[src/rtl/ipi_pkg.sv]
package ipi_pkg;
  localparam int unsigned CMD_W = 3;
  typedef enum logic [CMD_W-1:0] {
    CMD_IDLE  = 3'd0,
    CMD_RAISE = 3'd1,
    CMD_QUERY = 3'd2,
    CMD_SRCS  = 3'd3,
    CMD_CLEAR = 3'd4
  } ipi_cmd_e;
endpackage

[src/rtl/ipi_arb.sv]
module ipi_arb #(
  parameter int unsigned N    = 4,
  parameter int unsigned ID_W = (N > 1) ? $clog2(N) : 1
) (
  input  logic            clk_i,
  input  logic            rst_ni,
  input  logic [N-1:0]    req_i,
  output logic [N-1:0]    gnt_o,
  output logic [ID_W-1:0] idx_o,
  output logic            any_o
);
  always_comb begin
    idx_o = '0;
    for (int i = N - 1; i >= 0; i--) begin
      if (req_i[i]) idx_o = ID_W'(i);
    end
    any_o = |req_i;
    gnt_o = any_o ? (N'(1) << idx_o) : '0;
  end

  a_r10_onehot: assert property (@(posedge clk_i) disable iff (!rst_ni) $onehot0(gnt_o));

  for (genvar g = 1; g < N; g++) begin : g_prio
    a_r10_lowest: assert property (@(posedge clk_i) disable iff (!rst_ni)
      gnt_o[g] |-> (req_i[g-1:0] == '0));
  end
endmodule

[src/rtl/ipi_matrix.sv]
module ipi_matrix #(
  parameter int unsigned N    = 4,
  parameter int unsigned ID_W = (N > 1) ? $clog2(N) : 1
) (
  input  logic                clk_i,
  input  logic                rst_ni,
  input  logic                set_en_i,
  input  logic [ID_W-1:0]     set_recv_i,
  input  logic [ID_W-1:0]     set_send_i,
  input  logic                clr_en_i,
  input  logic [ID_W-1:0]     clr_recv_i,
  input  logic [ID_W-1:0]     clr_send_i,
  output logic [N-1:0][N-1:0] pend_o,
  output logic [N-1:0]        irq_o
);
  logic [N-1:0][N-1:0] pend_q;

  for (genvar r = 0; r < N; r++) begin : g_row
    for (genvar s = 0; s < N; s++) begin : g_col
      logic set_hit, clr_hit;
      assign set_hit = set_en_i && (set_recv_i == ID_W'(r)) && (set_send_i == ID_W'(s))
                       && (r != s);
      assign clr_hit = clr_en_i && (clr_recv_i == ID_W'(r)) && (clr_send_i == ID_W'(s));

      always_ff @(posedge clk_i or negedge rst_ni) begin
        if (!rst_ni)      pend_q[r][s] <= 1'b0;
        else if (set_hit) pend_q[r][s] <= 1'b1;  // set beats clear
        else if (clr_hit) pend_q[r][s] <= 1'b0;
      end

      a_r2_set: assert property (@(posedge clk_i) disable iff (!rst_ni)
        set_hit |=> pend_q[r][s]);
      a_r9_set_wins: assert property (@(posedge clk_i) disable iff (!rst_ni)
        (set_hit && clr_hit) |=> pend_q[r][s]);
      a_r7_clear: assert property (@(posedge clk_i) disable iff (!rst_ni)
        (clr_hit && !set_hit) |=> !pend_q[r][s]);
    end
    assign irq_o[r] = |pend_q[r];

    a_r3_no_self: assert property (@(posedge clk_i) disable iff (!rst_ni)
      !pend_q[r][r]);
    a_r8_drop: assert property (@(posedge clk_i) disable iff (!rst_ni)
      $fell(irq_o[r]) |-> $past(clr_en_i && clr_recv_i == ID_W'(r)));
  end

  assign pend_o = pend_q;
endmodule

[src/rtl/ipi_readback.sv]
module ipi_readback #(
  parameter int unsigned N    = 4,
  parameter int unsigned ID_W = (N > 1) ? $clog2(N) : 1
) (
  input  logic                clk_i,
  input  logic                rst_ni,
  input  logic                qry_en_i,
  input  logic [ID_W-1:0]     qry_issuer_i,
  input  logic [ID_W-1:0]     qry_target_i,
  input  logic                src_en_i,
  input  logic [ID_W-1:0]     src_issuer_i,
  input  logic [N-1:0][N-1:0] pend_i,
  output logic [N-1:0][N-1:0] rd_o
);
  logic [N-1:0][N-1:0] rd_q;

  for (genvar c = 0; c < N; c++) begin : g_core
    always_ff @(posedge clk_i or negedge rst_ni) begin
      if (!rst_ni) rd_q[c] <= '0;
      else if (qry_en_i && qry_issuer_i == ID_W'(c))
        rd_q[c] <= N'(|pend_i[qry_target_i]);
      else if (src_en_i && src_issuer_i == ID_W'(c))
        rd_q[c] <= pend_i[c];
    end
  end

  a_r5_src: assert property (@(posedge clk_i) disable iff (!rst_ni)
    src_en_i |=> rd_q[$past(src_issuer_i)] == $past(pend_i[src_issuer_i]));
  a_r4_qry: assert property (@(posedge clk_i) disable iff (!rst_ni)
    qry_en_i |=> rd_q[$past(qry_issuer_i)][N-1:1] == '0);

  assign rd_o = rd_q;
endmodule

[src/rtl/ipi_gen_top.sv]
module ipi_gen_top #(
  parameter int unsigned N_CORES = 4,
  parameter int unsigned ID_W    = (N_CORES > 1) ? $clog2(N_CORES) : 1
) (
  input  logic                         clk_i,
  input  logic                         rst_ni,
  input  logic [N_CORES-1:0]           req_valid_i,
  input  logic [N_CORES*3-1:0]         req_cmd_i,
  input  logic [N_CORES*ID_W-1:0]      req_core_i,
  output logic [N_CORES-1:0]           grant_o,
  output logic [N_CORES-1:0]           irq_o,
  output logic [N_CORES*N_CORES-1:0]   rdata_o
);
  import ipi_pkg::*;
  localparam int unsigned CW = CMD_W;

  logic [CW-1:0]   cmd_w  [N_CORES];
  logic [ID_W-1:0] core_w [N_CORES];
  logic [N_CORES-1:0] req_a, req_b, gnt_a, gnt_b;
  logic [ID_W-1:0] idx_a, idx_b;
  logic any_a, any_b;

  for (genvar i = 0; i < N_CORES; i++) begin : g_dec
    assign cmd_w[i]  = req_cmd_i[i*CW +: CW];
    assign core_w[i] = req_core_i[i*ID_W +: ID_W];
    assign req_a[i]  = req_valid_i[i] &&
                       (cmd_w[i] == CMD_RAISE || cmd_w[i] == CMD_QUERY);
    assign req_b[i]  = req_valid_i[i] &&
                       (cmd_w[i] == CMD_SRCS || cmd_w[i] == CMD_CLEAR);
  end

  // sender-side lane: raise, query
  ipi_arb #(.N(N_CORES), .ID_W(ID_W)) u_arb_a (
    .clk_i, .rst_ni, .req_i(req_a), .gnt_o(gnt_a), .idx_o(idx_a), .any_o(any_a)
  );
  // receiver-side lane: source mask, clear
  ipi_arb #(.N(N_CORES), .ID_W(ID_W)) u_arb_b (
    .clk_i, .rst_ni, .req_i(req_b), .gnt_o(gnt_b), .idx_o(idx_b), .any_o(any_b)
  );

  logic set_en, qry_en, clr_en, src_en;
  assign set_en = any_a && cmd_w[idx_a] == CMD_RAISE;
  assign qry_en = any_a && cmd_w[idx_a] == CMD_QUERY;
  assign clr_en = any_b && cmd_w[idx_b] == CMD_CLEAR;
  assign src_en = any_b && cmd_w[idx_b] == CMD_SRCS;

  logic [N_CORES-1:0][N_CORES-1:0] pend, rd;

  ipi_matrix #(.N(N_CORES), .ID_W(ID_W)) u_matrix (
    .clk_i, .rst_ni,
    .set_en_i(set_en), .set_recv_i(core_w[idx_a]), .set_send_i(idx_a),
    .clr_en_i(clr_en), .clr_recv_i(idx_b), .clr_send_i(core_w[idx_b]),
    .pend_o(pend), .irq_o(irq_o)
  );

  ipi_readback #(.N(N_CORES), .ID_W(ID_W)) u_rb (
    .clk_i, .rst_ni,
    .qry_en_i(qry_en), .qry_issuer_i(idx_a), .qry_target_i(core_w[idx_a]),
    .src_en_i(src_en), .src_issuer_i(idx_b),
    .pend_i(pend), .rd_o(rd)
  );

  assign grant_o = gnt_a | gnt_b;
  assign rdata_o = rd;

  a_r11_lanes: assert property (@(posedge clk_i) disable iff (!rst_ni)
    (gnt_a & gnt_b) == '0);
  a_r11_no_idle: assert property (@(posedge clk_i) disable iff (!rst_ni)
    (grant_o & ~req_valid_i) == '0);
endmodule

[config.mk]
export PLATFORM = sky130hd
export DESIGN_NAME = ipi_gen_top
export DESIGN_NICKNAME = d
export VERILOG_FILES = /design/src/rtl/ipi_pkg.sv /design/src/rtl/ipi_arb.sv /design/src/rtl/ipi_matrix.sv /design/src/rtl/ipi_readback.sv /design/src/rtl/ipi_gen_top.sv
export SDC_FILE = /design/constraint.sdc
export NUM_CORES = 1
export LEC_CHECK = 0
export ABC_AREA = 1
export BUFFER_PORTS_ARGS = -buffer_cell sky130_fd_sc_hd__buf_2
export CAP_MARGIN = 30
export CORE_MARGIN = 2
export CORE_UTILIZATION = 46
export DETAILED_ROUTE_END_ITERATION = 16
export PLACE_DENSITY = 0.71
export RECOVER_POWER = 25
export SLEW_MARGIN = 20
export SYNTH_ARGS = -nofsm -noshare
export SYNTH_HDL_FRONTEND = slang
export SYNTH_SLANG_ARGS = --single-unit
export TNS_END_PERCENT = 1
[constraint.sdc]
create_clock -name clk_i -period 2.3 [get_ports clk_i]
set_clock_uncertainty 0.15 [all_clocks]
set_input_delay 0.115 -clock clk_i [delete_from_list [all_inputs] [get_ports clk_i]]
set_output_delay 0.115 -clock clk_i [all_outputs]
set_load 0.05 [all_outputs]
## Word level (Yosys, flattened, before mapping)

Index checks and enable logic that the tools add are counted.

| cells by class | value |
|---|---|
| magnitude comparators | 3 |
| equality and inequality tests | 32 |
| shift-type cells | 2 |
| mux-type cells | 56 |
| bitwise logic cells | 3 |
| reduce and logical (&&, ||, !) cells | 87 |

Operators with widths:

| operator | count |
|---|---|
| logical AND 1 bit | 52 |
| 2-to-1 mux 4 bit | 11 |
| nonzero test 2 bit | 16 |
| == test 3 x 2 -> 1 bit, second input constant | 10 |
| 2-to-1 mux 1 bit | 24 |
| 2-to-1 mux 2 bit | 12 |
| == test 2 bit, second input constant | 8 |
| == test 3 x 1 -> 1 bit, second input constant | 5 |
| == test 3 bit, second input constant | 5 |
| binary-select mux 3 bit (select 2 bit) | 2 |
| 2-to-1 mux 3 bit | 4 |
| OR reduction 3 bit | 4 |
| OR reduction 4 bit | 3 |
| binary-select mux 2 bit (select 2 bit) | 2 |
| binary-select mux 4 bit (select 2 bit) | 1 |
| == test 2 x 1 -> 1 bit, second input constant | 4 |
| zero test 2 bit | 4 |
| logical OR 1 bit | 8 |
| left shift 1 x 2 -> 4 bit, first input constant | 2 |
| greater-or-equal comparator 3 bit, second input constant | 2 |
| inverter 2 -> 3 bit | 2 |
| OR 4 bit | 1 |
| < comparator 2 x 3 -> 1 bit, second input constant | 1 |

| storage, ports and cells | value |
|---|---|
| flip-flop bits (word level) | 28 |
| input port bits | 26 |
| logic and storage cells | 199 |

## Depth between registers and ports, before layout

| depth | value |
|---|---|
| depth in word-level cells | 17 |
| gate-level depth with buffers | 15 |

## Modules after synthesis

Synthesis repeated with hierarchy kept, for this count alone.

| unflattened totals | value |
|---|---|
| cells, all modules | 374 |
| area total of the unflattened synthesis | 2283.4 µm² |

By module, submodules not included:

| module | times used | cells an instance | area each (µm²) | sequential area each (µm²) |
|---|---|---|---|---|
| ipi_readback | 1 | 114 | 874.6 | 400.4 |
| ipi_matrix | 1 | 99 | 675.6 | 300.3 |
| ipi_gen_top | 1 | 135 | 628.1 | 0.0 |
| ipi_arb | 2 | 13 | 52.6 | 0.0 |

## Worst setup path before layout

OpenSTA, ideal clock, no wires.

| timing | value |
|---|---|
| path type | in2out |
| start | in req_cmd_i[6] |
| end | out grant_o[1] |
| arrival time | 1.757 ns |
| data required time | 2.035 ns |
| slack | 0.278 ns |
| cell stages on the path | 8 |
| cell sequence | inv_1 nand2_1 nand2_1 nand2_2 inv_1 nor2_2 o21ai_0 o21ai_0 |

| between the ends | value |
|---|---|
| cells in the longest elaborated chain, start to end | 9 |
| elaborated cells between the ends (all ways) | 21 |
| those cells by class | 4 x eq/ne; 2 x shift; 8 x mux; 1 x bitwise; 6 x reduce/logical |

Ends and longest elaborated chain:

| what | RTL line | text |
|---|---|---|
| from (decl) | ipi_gen_top.sv:8 | `input logic [N_CORES*3-1:0] req_cmd_i,` |
| == test 3 x 1 -> 1 bit, or another cell as far along | ipi_gen_top.sv:27 | `(cmd_w[i] == CMD_RAISE \|\| cmd_w[i] == CMD_QUERY);` |
| logical OR 1 bit, on equally long branches | ipi_gen_top.sv:27, ipi_gen_top.sv:29 |  |
| logical AND 1 bit, on equally long branches | ipi_gen_top.sv:26, ipi_gen_top.sv:28 |  |
| 2-to-1 mux 2 bit (3 in a row) | ipi_arb.sv:15 | `if (req_i[i]) idx_o = ID_W'(i);` |
| left shift 1 x 2 -> 4 bit | ipi_arb.sv:18 | `gnt_o = any_o ? (N'(1) << idx_o) : '0;` |
| 2-to-1 mux 4 bit | ipi_arb.sv:18 |  |
| OR 4 bit * | ipi_gen_top.sv:63 | `assign grant_o = gnt_a \| gnt_b;` |
| to (decl) | ipi_gen_top.sv:10 | `output logic [N_CORES-1:0] grant_o,` |

Mark *: on every way between the ends. The rest lies on a longest branch, timed or not.

## Worst setup path after layout

| timing | value |
|---|---|
| start | in req_valid_i[0] |
| end | reg u_matrix.pend_q, in the netlist u_matrix.pend_o[1] |

| between the ends | value |
|---|---|
| cells in the longest elaborated chain, start to end | 11 |
| elaborated cells between the ends (all ways) | 34 |
| those cells by class | 4 x eq/ne; 15 x mux; 2 x bitwise; 13 x reduce/logical |

Ends and longest elaborated chain:

| what | RTL line | text |
|---|---|---|
| from (decl) | ipi_gen_top.sv:7 | `input logic [N_CORES-1:0] req_valid_i,` |
| logical AND 1 bit, on equally long branches | ipi_gen_top.sv:26, ipi_gen_top.sv:28 |  |
| 2-to-1 mux 2 bit | ipi_arb.sv:15 |  |
| inverter 2 -> 3 bit, on equally long branches | n/a |  |
| binary-select mux 3 bit (select 2 bit), on equally long branches | ipi_gen_top.sv:42, ipi_gen_top.sv:44 |  |
| 2-to-1 mux 3 bit, on equally long branches (2 in a row) | ipi_gen_top.sv:42, ipi_gen_top.sv:44 |  |
| == test 3 x 1 -> 1 bit or == test 3 bit (tied branches) | ipi_gen_top.sv:42, ipi_gen_top.sv:44 |  |
| logical AND 1 bit, on equally long branches | ipi_gen_top.sv:42, ipi_gen_top.sv:44 |  |
| logical AND 1 bit, on equally long branches (2 in a row) | ipi_matrix.sv:21, ipi_matrix.sv:23 |  |
| 2-to-1 mux 1 bit or nonzero test 2 bit (tied branches) | n/a |  |
| to (signal, indexed assignment) | ipi_matrix.sv:26 | `if (!rst_ni) pend_q[r][s] <= 1'b0;` |
| to (signal, indexed assignment) | ipi_matrix.sv:27 | `else if (set_hit) pend_q[r][s] <= 1'b1;` |
| to (signal, indexed assignment) | ipi_matrix.sv:28 | `else if (clr_hit) pend_q[r][s] <= 1'b0;` |
| to (decl) | ipi_matrix.sv:16 | `logic [N-1:0][N-1:0] pend_q;` |

Several ways; a longest one is shown, not always the timed one. The select of a mux whose other input is x is not followed.
A chain may end at the register's enable or synchronous reset.

==> results.py <==
metrics = {
    "floorplan": {
        "ios": 50,
        "start_util_pct": 47.4,
        "die_height_um": 68.0,
        "rows": 23,
        "die_w_um": 68.0,
        "core-area_mm2": 0.00397,
        "dieArea_mm2": 0.00462,
    },
    "grt": {
        "antenna_found_initial": 0,
        "grt_pass1_vias": 1673,
        "grt_pass1_wl_um": 7890,
        "grt.overflow.total": 0,
        "grt_max_degree": 26,
        "track_usage_pct": 22.8,
    },
    "pwr": {
        "p_leak_nw": 1.31,
        "peakVddDrop_mv": 0.401,
        "powerDensity_mw_per_mm2": 883,
    },
    "critical_path": {
        "worstPathArrival_ns": 1.81,
        "critPathMaxFanout": 12,
        "crit_type": "primary input to flip-flop",
        "end_kind": "flip-flop",
        "start_kind": "primary input",
        "max_stage_delay_ns": 0.40,
        "crit_chain": "buf_2, inv_1, nor2_1, nand2_4, nand2_4, inv_2, nand2_2, inv_2, nand2_2, nand4_2, nor2_2, nand3_1, nand2_1",
        "worstPathRequired_ns": 2.37,
        "slowest_stage": "nor2_2",
        "path_buf_inv": 4,
        "crit_family": "simple AND/OR/NAND/NOR gates",
    },
    "sta": {
        "finalSetupViolCount": 0,
        "fin_hold_ws_ns": 0.0699,
        "maxSlewHeadroom_pct": 12.0,
        "tns_ns": 0,
        "fmax_mhz": 575,
        "maxSlewViolCount": 0,
        "period_minus_slack_ns": 1.74,
        "rsz0062_at_grt": "no",
        "fin_crit_sh_pct": 75.6,
        "tightest_slew_ns": 1.32,
        "final_hold_viol_count": 0,
    },
    "clock_network": {
        "cts_setup_buffers": 0,
        "cts_tree": "yes",
        "clk_latency_ns": 0.28,
        "cts_buffers": 3,
        "cts_sinks": 25,
        "holdBufCountCts": 1,
        "clockBufferDepth": 2,
        "cts_resized": 0,
        "ctsRootBufferMaster": "clkbuf_8",
        "clkTransAtPathRegs_ns": 0.09,
        "htreeDepth": 1,
    },
    "detailed_routing": {
        "vias": 1943,
        "dr.pass1.iters": 4,
        "drc": 0,
        "drt_iter0_drc": 138,
        "ant_nets": 0,
        "via_per_inst": 5.07,
        "wl_um": 4880,
        "routedWlPerCell_um": 12.7,
    },
    "synthesis": {
        "yosys_warnings": 0,
        "netlist_area_mm2": 0.00188,
        "synth-seq-cells": 25,
        "avgSynthCellArea_um2": 6.63,
        "syn_inst": 284,
        "seq_area_frac_synth_pct": 33.2,
        "synth_cell_types": 25,
    },
    "placed_design": {
        "port_buffers": 46,
        "hpwl_um": 4050,
        "gp_congestion": 0.968,
    },
    "finish": {
        "drive_gt1_share_pct": 26.1,
        "register_area_um2": 626,
        "multi_input_area_mm2": 0.00106,
        "finalNetCount": 360,
        "nFillCells": 414,
        "area_growth_pct": 17.4,
        "antennaDiodeCount": 0,
    },
    "hold_path": {
        "hold_class": "primary input to flip-flop",
    },
    "run": {
        "cap_violations": 0,
    },
    "outcome": {
        "status": "complete, no violations",
    },
}
==> cell families (layout without fill, tap and decap cells) <==
kind of cell	Yosys count	after routing	share of synthesized area [%]
flops	25	25	33.2
simple gates	177	177	46.6
compound gates	30	30	8.97
other cells	1	3	0.199
buf+inv	51	98	11.0
==> sequential cells by signal (all words and copies together), names as in the netlist <==
signal           cells
u_matrix.pend_o     12
u_rb.rd_o           13
==> power by group <==
group	internal (mW)	switching, mW	total [mW]
clock	0.123	0.150	0.273
combinational	0.249	0.779	1.03
sequential	0.577	0.0753	0.652
==> cell type report <==
type	count	area share, %
clock buffers	3	1.87
clock inverters	1	0.340
inverters	47	7.98
multi-input cells	210	47.9
flip-flops and latches	25	28.3
well taps	50	2.83
repair buffers	47	10.8
==> layer usage <==
metal  share of wire, %  vias to the layer above  GRT usage (%)
li1                   -                      996              -
met4                1.1                        0           5.25
met1                 48                      877           32.9
met2                 45                       65           36.3
met5                  0                        -              0
met3                5.3                        5           2.63
==> placed cells by master, fill, tap and decap left out, types with 6 or more instances in the layout <==
cell type,Yosys,layout
a21oi_1,6,6
buf_2,0,45
dfrtp_1,25,25
inv_1,42,42
nand2_1,75,75
nand2_2,11,11
nand3_1,38,38
nor2_1,23,23
nor2_2,7,7
nor2_4,6,6
o21ai_0,17,17
==> worst min-delay path: cells and delay by family <==
family / cells / cell delay, ns
buf+inv: 1 / 0.11
simple gates: 4 / 0.24
==> stage by stage <==
stage          total power [mW]  utilization [%]  setup WS [ns]  instance area (µm²)  instances
3_5_place_dp               1.69             54.2          0.272                 2150        378
4_1_cts                    1.97             55.7          0.552                 2210        383
2_1_floorplan              1.44                -          0.278                 1890        286
3_3_place_gp               1.68             54.2          0.260                 2150        378
6_report                   1.95             55.7          0.562                 2210        383
5_1_grt                    2.09             55.7          0.384                 2210        383
==> synth_stat cells <==
master | number | area [µm²]
nand2_1 | 75 | 282
inv_1 | 42 | 158
nand3_1 | 38 | 190
dfrtp_1 | 25 | 626
nor2_1 | 23 | 86.3
o21ai_0 | 17 | 85.1
nand2_2 | 11 | 68.8
nor2_2 | 7 | 43.8
a21oi_1 | 6 | 30.0
nor2_4 | 6 | 67.6
nand3_2 | 5 | 50.1
nand4_1 | 5 | 31.3
buf_4 | 4 | 30.0
inv_2 | 4 | 15.0
o21ai_1 | 3 | 15.0
nand2_4 | 2 | 22.5
nor3_1 | 2 | 10.0
o211ai_2 | 2 | 25.0
a31oi_1 | 1 | 6.26
clkinv_1 | 1 | 3.75
conb_1 | 1 | 3.75
nand3b_1 | 1 | 7.51
nand4_2 | 1 | 12.5
o211ai_1 | 1 | 7.51
or3_1 | 1 | 6.26
==> final timing paths <==
path | to | startpoint | slack (ns) | cells after the start
max reg2reg | u_rb.rd_o[4] | u_matrix.pend_o[2] | 0.76 | 7
min reg2reg | u_matrix.pend_o[11] | u_matrix.pend_o[11] | 0.32 | 2
min in group asynchronous | u_rb.rd_o[11] | rst_ni | 0.51 | 2
max in group asynchronous | u_matrix.pend_o[7] | rst_ni | 0.72 | 2
min | u_matrix.pend_o[7] | req_cmd_i[3] | 0.07 | 5
max | u_matrix.pend_o[1] | req_valid_i[0] | 0.56 | 13
Power figures use the tool's default switching activity.
